[src/rtl/irqarb_pkg.sv]
package irqarb_pkg;
  localparam int NSRC  = 4;
  localparam int SRC_W = $clog2(NSRC);
  localparam int PSW_I = 2;
  localparam int PSW_D = 3;
  localparam int PSW_B = 4;

  typedef enum logic [2:0] {
    ST_IDLE, ST_DUMMY, ST_INTERNAL, ST_PB, ST_PCH, ST_PCL, ST_PSW, ST_LOAD
  } seq_e;
endpackage

[src/rtl/irqarb_select.sv]
module irqarb_select
  import irqarb_pkg::*;
(
  input  logic [NSRC-1:0]  req,
  input  logic [NSRC-1:0]  en,
  input  logic [NSRC-1:0]  clr,
  input  logic             dis,
  output logic             take,
  output logic [SRC_W-1:0] src
);
  logic [NSRC-1:0] elig;

  for (genvar i = 0; i < NSRC; i++) begin : g_elig
    if (i == 0) begin : g_nmi
      assign elig[i] = req[i] & ~clr[i];
    end else begin : g_mask
      assign elig[i] = req[i] & en[i] & ~clr[i] & ~dis;
    end
  end

  always_comb begin
    take = |elig;
    src  = '0;
    for (int i = NSRC - 1; i >= 0; i--) begin
      if (elig[i]) src = SRC_W'(i);
    end
  end
endmodule

[src/rtl/irqarb_flags.sv]
module irqarb_flags
  import irqarb_pkg::*;
(
  input  logic             clk,
  input  logic             rst_n,
  input  logic             accept,
  input  logic [SRC_W-1:0] acc_src,
  input  logic [NSRC-1:0]  clr_set,
  input  logic [NSRC-1:0]  clr_drop,
  output logic [NSRC-1:0]  clr_q,
  output logic [NSRC-1:0]  sts_q
);
  logic [NSRC-1:0] acc_vec;
  logic [NSRC-1:0] self_clr;
  logic [NSRC-1:0] clr_d, sts_d;
  logic            clr_en, sts_en;

  always_comb begin
    acc_vec  = '0;
    self_clr = '0;
    if (accept) begin
      acc_vec[acc_src] = 1'b1;
      self_clr[0]      = (acc_src == '0);
    end
    clr_d  = (clr_q & ~clr_drop) | clr_set | self_clr;
    sts_d  = (sts_q & ~clr_set) | acc_vec;
    clr_en = |{clr_set, clr_drop, self_clr};
    sts_en = |{clr_set, acc_vec};
  end

  always_ff @(posedge clk or negedge rst_n) begin
    if (!rst_n) begin
      clr_q <= '0;
    end else if (clr_en) begin
      clr_q <= clr_d;
    end
  end

  always_ff @(posedge clk or negedge rst_n) begin
    if (!rst_n) begin
      sts_q <= '0;
    end else if (sts_en) begin
      sts_q <= sts_d;
    end
  end
endmodule

[src/rtl/irqarb_entry.sv]
module irqarb_entry
  import irqarb_pkg::*;
#(
  parameter int         BW       = 8,
  parameter int         AW       = 2 * BW,
  parameter logic [7:0] EMU_PAGE = 8'h01
) (
  input  logic             clk,
  input  logic             rst_n,
  input  logic             start,
  input  logic [SRC_W-1:0] src_in,
  input  logic [AW-1:0]    vec_in,
  input  logic [AW-1:0]    pc_in,
  input  logic [BW-1:0]    pbr_in,
  input  logic [BW-1:0]    psw_in,
  input  logic [AW-1:0]    sp_in,
  input  logic             emu_in,
  output logic             busy,
  output logic             pending,
  output logic             dummy_rd,
  output logic [SRC_W-1:0] src_q,
  output logic [AW-1:0]    vec_q,
  output logic             emu_q,
  output logic             stk_we,
  output logic [AW-1:0]    stk_addr,
  output logic [BW-1:0]    stk_data,
  output logic             load,
  output logic [BW-1:0]    psw_new,
  output logic [AW-1:0]    sp_q
);
  seq_e             st_q, st_d;
  logic [AW-1:0]    pc_q;
  logic [BW-1:0]    pbr_q, psw_q;
  logic [AW-1:0]    sp_d;
  logic             snap;

  function automatic logic [AW-1:0] sp_dec(input logic [AW-1:0] s, input logic e);
    if (e) sp_dec = {EMU_PAGE, s[BW-1:0] - BW'(1)};
    else   sp_dec = s - AW'(1);
  endfunction

  always_comb begin
    st_d = st_q;
    sp_d = sp_q;
    snap = 1'b0;
    unique case (st_q)
      ST_IDLE: begin
        if (start) begin
          st_d = ST_DUMMY;
          snap = 1'b1;
          sp_d = emu_in ? {EMU_PAGE, sp_in[BW-1:0]} : sp_in;
        end
      end
      ST_DUMMY:    st_d = ST_INTERNAL;
      ST_INTERNAL: st_d = emu_q ? ST_PCH : ST_PB;
      ST_PB:  begin st_d = ST_PCH; sp_d = sp_dec(sp_q, emu_q); end
      ST_PCH: begin st_d = ST_PCL; sp_d = sp_dec(sp_q, emu_q); end
      ST_PCL: begin st_d = ST_PSW; sp_d = sp_dec(sp_q, emu_q); end
      ST_PSW: begin st_d = ST_LOAD; sp_d = sp_dec(sp_q, emu_q); end
      ST_LOAD:     st_d = ST_IDLE;
      default:     st_d = ST_IDLE;
    endcase
  end

  always_ff @(posedge clk or negedge rst_n) begin
    if (!rst_n) begin
      st_q <= ST_IDLE;
      sp_q <= '0;
    end else begin
      st_q <= st_d;
      sp_q <= sp_d;
    end
  end

  always_ff @(posedge clk or negedge rst_n) begin
    if (!rst_n) begin
      src_q <= '0;
      vec_q <= '0;
      pc_q  <= '0;
      pbr_q <= '0;
      psw_q <= '0;
      emu_q <= 1'b0;
    end else if (snap) begin
      src_q <= src_in;
      vec_q <= vec_in;
      pc_q  <= pc_in;
      pbr_q <= pbr_in;
      psw_q <= psw_in;
      emu_q <= emu_in;
    end
  end

  always_comb begin
    busy     = (st_q != ST_IDLE);
    pending  = (st_q == ST_DUMMY);
    dummy_rd = (st_q == ST_DUMMY);
    load     = (st_q == ST_LOAD);
    stk_we   = (st_q == ST_PB) || (st_q == ST_PCH) || (st_q == ST_PCL) || (st_q == ST_PSW);
    stk_addr = stk_we ? sp_q : '0;
    stk_data = '0;
    unique case (st_q)
      ST_PB:   stk_data = pbr_q;
      ST_PCH:  stk_data = pc_q[AW-1:BW];
      ST_PCL:  stk_data = pc_q[BW-1:0];
      ST_PSW:  stk_data = emu_q ? (psw_q & ~(BW'(1) << PSW_B)) : psw_q;
      default: stk_data = '0;
    endcase
    psw_new = (psw_q | (BW'(1) << PSW_I)) & ~(BW'(1) << PSW_D);
  end
endmodule

[src/rtl/irqarb_top.sv]
module irqarb_top
  import irqarb_pkg::*;
(
  input  logic        clk,
  input  logic        rst_n,
  input  logic        insn_end,
  input  logic [3:0]  src_req,
  input  logic [3:0]  src_en,
  input  logic [3:0]  clr_set,
  input  logic [3:0]  clr_drop,
  input  logic [15:0] nmi_vec,
  input  logic [15:0] irq_vec,
  input  logic [15:0] core_pc,
  input  logic [7:0]  core_pbr,
  input  logic [7:0]  core_psw,
  input  logic [15:0] core_sp,
  input  logic        core_emu,
  output logic        irq_pending,
  output logic [1:0]  irq_src,
  output logic [15:0] irq_vector,
  output logic        core_wake,
  output logic        dummy_rd,
  output logic        stk_we,
  output logic [15:0] stk_addr,
  output logic [7:0]  stk_data,
  output logic        pc_load,
  output logic [15:0] pc_new,
  output logic [7:0]  pbr_new,
  output logic [7:0]  psw_new,
  output logic [15:0] sp_new,
  output logic [3:0]  src_flag,
  output logic [3:0]  src_clr
);
  logic             take, busy, accept, load, emu_q;
  logic [SRC_W-1:0] sel_src, src_q;
  logic [15:0]      sel_vec, vec_q, sp_q;

  irqarb_select u_sel (
    .req (src_req),
    .en  (src_en),
    .clr (src_clr),
    .dis (core_psw[PSW_I]),
    .take(take),
    .src (sel_src)
  );

  assign accept  = insn_end & ~busy & take;
  assign sel_vec = (sel_src == '0) ? nmi_vec : irq_vec;

  irqarb_flags u_flags (
    .clk     (clk),
    .rst_n   (rst_n),
    .accept  (accept),
    .acc_src (sel_src),
    .clr_set (clr_set),
    .clr_drop(clr_drop),
    .clr_q   (src_clr),
    .sts_q   (src_flag)
  );

  irqarb_entry #(.BW(8)) u_entry (
    .clk     (clk),
    .rst_n   (rst_n),
    .start   (accept),
    .src_in  (sel_src),
    .vec_in  (sel_vec),
    .pc_in   (core_pc),
    .pbr_in  (core_pbr),
    .psw_in  (core_psw),
    .sp_in   (core_sp),
    .emu_in  (core_emu),
    .busy    (busy),
    .pending (irq_pending),
    .dummy_rd(dummy_rd),
    .src_q   (src_q),
    .vec_q   (vec_q),
    .emu_q   (emu_q),
    .stk_we  (stk_we),
    .stk_addr(stk_addr),
    .stk_data(stk_data),
    .load    (load),
    .psw_new (psw_new),
    .sp_q    (sp_q)
  );

  assign irq_src    = src_q;
  assign irq_vector = vec_q;
  assign core_wake  = irq_pending;
  assign pc_load    = load;
  assign pc_new     = load ? vec_q : 16'h0000;
  assign pbr_new    = 8'h00;
  assign sp_new     = sp_q;
endmodule

[config.mk]
export PLATFORM = sky130hd
export DESIGN_NAME = irqarb_top
export DESIGN_NICKNAME = d
export VERILOG_FILES = /design/src/rtl/irqarb_pkg.sv /design/src/rtl/irqarb_select.sv /design/src/rtl/irqarb_flags.sv /design/src/rtl/irqarb_entry.sv /design/src/rtl/irqarb_top.sv
export SDC_FILE = /design/constraint.sdc
export NUM_CORES = 1
export LEC_CHECK = 0
export BUFFER_PORTS_ARGS = -buffer_cell sky130_fd_sc_hd__buf_2
export CAP_MARGIN = 20
export CORE_ASPECT_RATIO = 1.25
export CORE_UTILIZATION = 43
export CTS_CLUSTER_DIAMETER = 80
export CTS_CLUSTER_SIZE = 25
export DETAILED_ROUTE_END_ITERATION = 6
export GPL_ROUTABILITY_DRIVEN = 0
export PLACE_DENSITY_LB_ADDON = 0.3
export SLEW_MARGIN = 0
export SYNTH_ARGS = -nofsm -noshare
export SYNTH_HDL_FRONTEND = slang
export SYNTH_HIERARCHICAL = 1
export SYNTH_SLANG_ARGS = --single-unit
[constraint.sdc]
create_clock -name clk -period 2.1 [get_ports clk]
set_clock_uncertainty 0.15 [all_clocks]
set_input_delay 0.63 -clock clk [delete_from_list [all_inputs] [get_ports clk]]
set_output_delay 0.63 -clock clk [all_outputs]
set_load 0.01 [all_outputs]
==> key figures, run 1 <==
Yosys
  – Top cells by area, synth: dfrtp_1, nand2_1, and2_1
  – Syn Area/Cell: 8.63 sq um
  – Dominant synthesized flop cell: dfrtp_1
  – Ys async rst share: 100%
  – Netlist cell types: 63
  – Yosys reg bits: 78
  – Synth top area share: 44.9%
  – Register area share after synthesis: between 40% and 50%
  – EDFF count, synth: 0
  – Post-Syn Instances: 503
  – Mapped Area: ~4300 sq um
  – Yosys warns: 6
  – Top cell type by total area after synthesis: dfrtp_1

Finish
  – Commonest non-fill, non-tap cell in the layout: buf_2
  – Fillers: 855
  – Area of the multi-input gates: 2170 sq um
  – NumNets Final: 818
  – Post-route cell area: 6090 sq um
  – Register area: 1950 sq um
  – Most frequent cells in the layout: buf_2, nand2_1, dfrtp_1
  – Final antenna diode count: 0
  – Share of layout cells above drive strength 1: 42.5%
  – P&R area growth vs syn: 40.3%

Placed design
  – Final HPWL DP: 8.65 mm
  – Post-Place Worst Slack: -0.314 ns
  – PortBufs: 191
  – Placed cell area: ~5600 sq um

Clocking
  – TritonCTS buffer count: 9
  – Hold buffer count at CTS: 0
  – H-tree depth: 3
  – Clock Pin Slew Worst Setup and Hold Paths: 0.06 ns
  – Max Root-Sink Buffers: 2
  – TritonCTS clock tree: built
  – CTS sink cnt: 78
  – Root buffer cell: clkbuf_16
  – Clk Latency, worst-skew pair: 0.33 ns

Critical path
  – Arrival @ worst endpoint: about 1.6 ns
  – Crit Path Category: reg2out
  – CP max-delay cell: dfrtp_2
  – Crit end category: primary output
  – Req. time, crit path: 1.32 ns
  – Launch point of the worst reg-to-reg path: u_entry/st_q[2]
  – Crit path max fanout: 14
  – Critical R2R Capture: u_entry/sp_q[5]
  – R2r setup slk: -0.04 ns
  – Largest stage delay, worst path: 0.46 ns
  – Critical path cell sequence: nand2_2, xnor2_4, inv_2, and2_1, buf_2
  – CP Launch Type: register
  – Worst reg2reg path depth: 10

Outcome
  – Failing checks: negative setup slack
  – Status: complete, but fails checks

Routing
  – TritonRoute pass-1 iters: 6
  – Iter 0 DRT Violations: 250
  – Wirelength per Cell: 13.8 microns
  – Antenna-violating nets left: 0
  – Vias per Instance: 5.01
  – DRT Wirelength: ~12 mm
  – Via count: 4247
  – Post-route DRC violation count: 0

Die
  – Ports: 203
  – Die Area: 10500 sq um
  – Die span in x: roughly 90 microns
  – Initial Utilization: 44.7%
  – CORE AREA: about 9700 sq um
  – Die Height: 114 microns
  – Rows: 40

Pwr
  – Sw frac: 38.8%
  – Design Power: 8130 uW
  – Int Pwr: 4980 uW
  – Static leakage: 0.00336 uW
  – VDD IR max: ~0.48 mV
  – Gate power share: 46.3%
  – Power density cells: 1340 nW/um^2
  – Sw power: 3160 uW
  – Sequential Power Share: 31.4%
  – Clock Power Share: between 20% and 30%

Global routing
  – Gr usage total: 23.4%
  – Initial antenna violation count: 0
  – Pin count of the biggest net entering global routing: between 50 and 60
  – Vias in the first global route: 4242
  – GRT Residual Overflow: 0
  – First-pass GRT wire length: 19.3 mm

STA
  – Crit share post-route: 111%
  – F_max: 0.430 GHz
  – Final Setup Violations: 44
  – WHS: slightly below 0.1 ns
  – Max-slew violations: 0
  – Final Hold Viols: 0
  – Clock period minus worst slack: 2.33 ns
  – Total negative slack: -7.82 ns
  – Worst setup margin: -0.228 ns
  – RSZ-0062 raised after global routing: yes

Flow run
  – Total of max-cap violations: 0

Worst hold path
  – Hold Path Class: in2async
==> worst max-delay path, delay by kind of cell, from the launching register on <==
kind	cells	cell delay (ns)
buf+inv	2	0.30
xor+xnor	1	0.16
flops	1	0.46
simple gates	2	0.30
==> synthesized netlist by cell type, types with 2 or more instances <==
master / count
clkbuf_1: 11
o2bb2ai_1: 2
conb_1: 3
mux2_2: 6
dfrtp_1: 78
nor2_4: 2
and4bb_2: 2
a21o_1: 3
nand2b_1: 4
o211ai_1: 4
buf_1: 2
a32oi_1: 2
a311oi_1: 2
a22oi_1: 2
o21ai_0: 20
mux2i_1: 8
and2_1: 27
inv_1: 16
nor2_1: 22
o22ai_1: 5
nor3_1: 5
nand3_1: 8
a22o_1: 7
a21oi_1: 10
nand2_1: 175
o21ai_1: 3
buf_2: 8
buf_4: 20
inv_2: 3
mux2_4: 10
==> power groups by stage <==
stage | combinational [uW] | sequential, uW | clock (uW)
after floorplan | 2160 | 2570 | 0
after global placement | 3510 | 2510 | 0
after global routing | 4160 | 2630 | 1910
final | 3760 | 2550 | 1820
after CTS | 3740 | 2550 | 1850
after detailed placement | 3610 | 2540 | 0
==> registers in the layout (all words and copies together), names as in the netlist <==
register,count
u_entry/pbr_q,8
u_entry/emu_q,1
u_flags/sts_q,4
u_entry/psw_q,8
u_entry/st_q,3
u_entry/pc_q,16
u_entry/vec_q,16
u_flags/clr_q,4
u_entry/src_q,2
u_entry/sp_q,16
==> how the worst max path moves through the flow <==
| stage | startpoint | endpoint | depth (start not counted) |
|---|---|---|---|
| after global placement | core_psw[2] | u_entry/pbr_q[0] | 11 |
| after global routing | u_entry/st_q[0] | stk_data[4] | 5 |
| after detailed placement | core_psw[2] | u_entry/psw_q[5] | 11 |
| after floorplan | core_psw[2] | u_entry/sp_q[6] | 9 |
| after CTS | u_entry/st_q[0] | stk_addr[13] | 5 |
| final | u_entry/st_q[0] | stk_addr[13] | 5 |
==> stage by stage <==
step / utilization (%) / instances
after floorplan: - / 510
after global placement: 58.0 / 825
after detailed placement: 58.0 / 825
after CTS: 62.4 / 844
after global routing: 62.7 / 848
final: 62.7 / 848
==> logic make-up (layout without fill, tap and decap cells) <==
group,count (synthesis),in the layout,share of synthesized area (%)
xor+xnor,2,2,0.836
simple gates,263,263,28.0
fa+ha+maj,1,1,0.288
compound gates,71,71,11.2
flops,78,78,44.9
other cells,3,10,0.259
buf+inv,61,273,7.61
mux,24,24,6.86
==> cell type report <==
cell class / instances / area share [%]
inverter: 19 / 1.17
timing repair buffer: 238 / 22.8
clock buffer: 10 / 3.92
multi-input combinational: 371 / 35.6
clock inverter: 6 / 1.89
tap: 126 / 2.59
sequential: 78 / 32.1
==> layer usage <==
| metal | up-vias | GRT usage [%] | part of all wire (%) |
|---|---|---|---|
| met1 | 1955 | 28.0 | 40 |
| li1 | 2061 | - | - |
| met5 | - | 0 | 0 |
| met2 | 203 | 40.5 | 50 |
| met3 | 28 | 3.45 | 6.9 |
| met4 | 0 | 12.3 | 3.0 |
==> repair_timing <==
item | CTS | global route
setup buffers | 4 | 4
gates resized for setup | 22 | 1
setup endpoints to repair | 47 | 112
pin swaps | 5 | 9
(Power assumes the default switching activity.)
==> run 2: changes to the inputs <==
==> constraint.sdc (replaced) <==
create_clock -name clk -period 2.1 [get_ports clk]
set_clock_uncertainty 0.15 [all_clocks]
set_input_delay 0.63 -clock clk [delete_from_list [all_inputs] [get_ports clk]]
set_output_delay 0.63 -clock clk [all_outputs]
set_load 0.05 [all_outputs]
==> key figures, run 2 (synthesis results as in run 1) <==
Placed design
  – Final HPWL DP: 9.13 mm (+5.6%)
  – PortBufs: 191 (unchanged)
  – Placed cell area: 5940 sq um (+5.4%)

Clocking
  – Root buffer cell: clkbuf_16
  – Hold buffer count at CTS: 0 (unchanged)
  – TritonCTS clock tree: built
  – Max Root-Sink Buffers: 2 (unchanged)
  – Clock Pin Slew Worst Setup and Hold Paths: 0.06 ns (about the same)
  – H-tree depth: 3 (unchanged)
  – Clk Latency, worst-skew pair: 0.33 ns (about the same)
  – CTS sink cnt: 78 (unchanged)
  – TritonCTS buffer count: 9 (unchanged)

Global routing
  – Vias in the first global route: 4310 (+1.6%)
  – Gr usage total: 23.7% (+0.36 points)
  – Pin count of the biggest net entering global routing: 30 (-41%)
  – GRT Residual Overflow: 0 (unchanged)
  – Initial antenna violation count: 0 (unchanged)
  – First-pass GRT wire length: 19.9 mm (+2.8%)

Critical path
  – Worst reg2reg path depth: 10 (unchanged)
  – CP Launch Type: register
  – Launch point of the worst reg-to-reg path: u_entry/st_q[2]
  – CP max-delay cell: dfrtp_2
  – Critical path cell sequence: buf_4, buf_4, nand3_1, o21ai_4, buf_8
  – Largest stage delay, worst path: 0.46 ns (about the same)
  – R2r setup slk: 0.02 ns (+0.06 ns)
  – CP dominant cell by count: buf_4
  – Req. time, crit path: 1.32 ns (about the same)
  – Arrival @ worst endpoint: 1.59 ns (+0.04 ns)
  – Crit end category: primary output
  – Crit Path Category: reg2out
  – Critical path launch point: u_entry/st_q[0]
  – Critical R2R Capture: u_entry/sp_q[5]
  – Crit path max fanout: 6 (-8)

Finish
  – Post-route cell area: 6900 sq um (+13%)
  – Commonest non-fill, non-tap cell in the layout: nand2_1
  – Share of layout cells above drive strength 1: 53.1% (+11 points)
  – NumNets Final: 836 (+2.2%)
  – Top Registers: u_entry/pc_q (16), u_entry/sp_q (16), u_entry/vec_q (16)
  – Most frequent cells in the layout: nand2_1, buf_2, dfrtp_1
  – Util after Layout: 71.1% (+8.3 points)
  – P&R area growth vs syn: 58.9%
  – Register area: 1960 sq um (+0.38%)
  – Fillers: 735 (-14%)
  – Area of the multi-input gates: 2490 sq um (+15%)
  – Final antenna diode count: 0 (unchanged)

Pwr
  – Power density cells: 1680 nW/um^2 (+26%)
  – Design Power: 11600 uW (+42%)
  – Static leakage: 0.00358 uW (+6.3%)
  – VDD IR max: 0.926 mV (+93%)

Worst hold path
  – Hold Path Class: in2async

STA
  – Max-slew violations: 0 (unchanged)
  – RSZ-0062 raised after global routing: yes
  – Total negative slack: -8.99 ns (-1.18 ns)
  – Final Setup Violations: 45 (+2.3%)
  – Crit share post-route: 113% (+2.1 points)
  – Worst setup margin: -0.273 ns (-0.0444 ns)
  – Clock period minus worst slack: 2.37 ns (+0.0444 ns)
  – F_max: 0.421 GHz (-1.9%)
  – Final Hold Viols: 0 (unchanged)

Routing
  – Via count: 4413 (+3.9%)
  – Iter 0 DRT Violations: 213 (-15%)
  – TritonRoute pass-1 iters: 4 (-2)
  – Antenna-violating nets left: 0 (unchanged)
  – Post-route DRC violation count: 0 (unchanged)
  – Vias per Instance: 5.10 (+1.7%)
  – Wirelength per Cell: 14.7 microns (+6.8%)
  – DRT Wirelength: 12.7 mm (+9.0%)

Die
  – Die span in x: 91.9 microns (unchanged)
  – Die Height: 114 microns (unchanged)
  – Die Area: 10500 sq um (unchanged)
  – Rows: 40 (unchanged)
  – CORE AREA: 9710 sq um (unchanged)
  – Initial Utilization: 44.7% (unchanged)
  – Ports: 203 (unchanged)

Outcome
  – Failing checks: negative setup slack
  – Status: complete, but fails checks

Flow run
  – Total of max-cap violations: 0 (unchanged)
[run 2: cell count changes in the layout (fill, tap and decap cells not counted), sizes merged]
cell    delta
buf       +18
clkinv     +3
bufinv     -2
inv        -1
[run 2: worst max-delay path by stage]
stage / to / cells after the start
global route: stk_data[3] / 7
CTS: stk_data[4] / 6
floorplan: u_entry/sp_q[6] / 9
detailed placement: u_entry/vec_q[2] / 8
finish: stk_data[4] / 5
global placement: u_entry/vec_q[3] / 8
[run 2: area by class of cell]
type                            instances  share of cell area (%)
Multi-Input combinational cell        371                    36.1
Sequential cell                        78                    28.4
Timing Repair Buffer                  256                    27.9
Clock buffer                           10                    3.32
Tap cell                              126                    2.28
Inverter                               19                    1.07
Clock inverter                          6                   0.888
[run 2: report_power, final]
group | switching, uW | internal, uW | leakage, uW
logic | 4610 | 2850 | 0.00244
registers | 510 | 2080 | 0.000994
clock network | 602 | 918 | 0.000143
total | 5730 | 5850 | 0.00358
[run 2: metal layers]
layer	global-route usage [%]	up-vias	share of wire, %
li1	-	2099	-
met1	28.9	2106	39
met2	41.4	184	52
met3	4.91	24	6.0
met4	8.65	0	2.2
met5	0	-	0
[run 2: metrics by stage]
| step | setup slack, ns | cells | hold WS [ns] |
|---|---|---|---|
| after detailed placement | -0.395 | 834 | 0.311 |
| after floorplan | -0.121 | 510 | 0.184 |
| after global routing | -0.341 | 866 | 0.0961 |
| final | -0.273 | 866 | 0.0659 |
| after global placement | -0.310 | 834 | 0.306 |
| after CTS | -0.294 | 860 | 0.0784 |
[run 2: worst max-delay path: cells and delay by family, from the launching register on]
family | cells | cell delay [ns]
buf+inv | 3 | 0.48
flops | 1 | 0.46
compound gates | 1 | 0.18
simple gates | 1 | 0.13
[run 2: timing repair]
item                                    4_1_cts  5_1_grt
resized for setup                           119       38
endpoints found under the hold margin         0        0
pin swaps                                     1       15
endpoints found under the setup margin       99      112
cloned                                        0        0
buffers inserted                             10        7
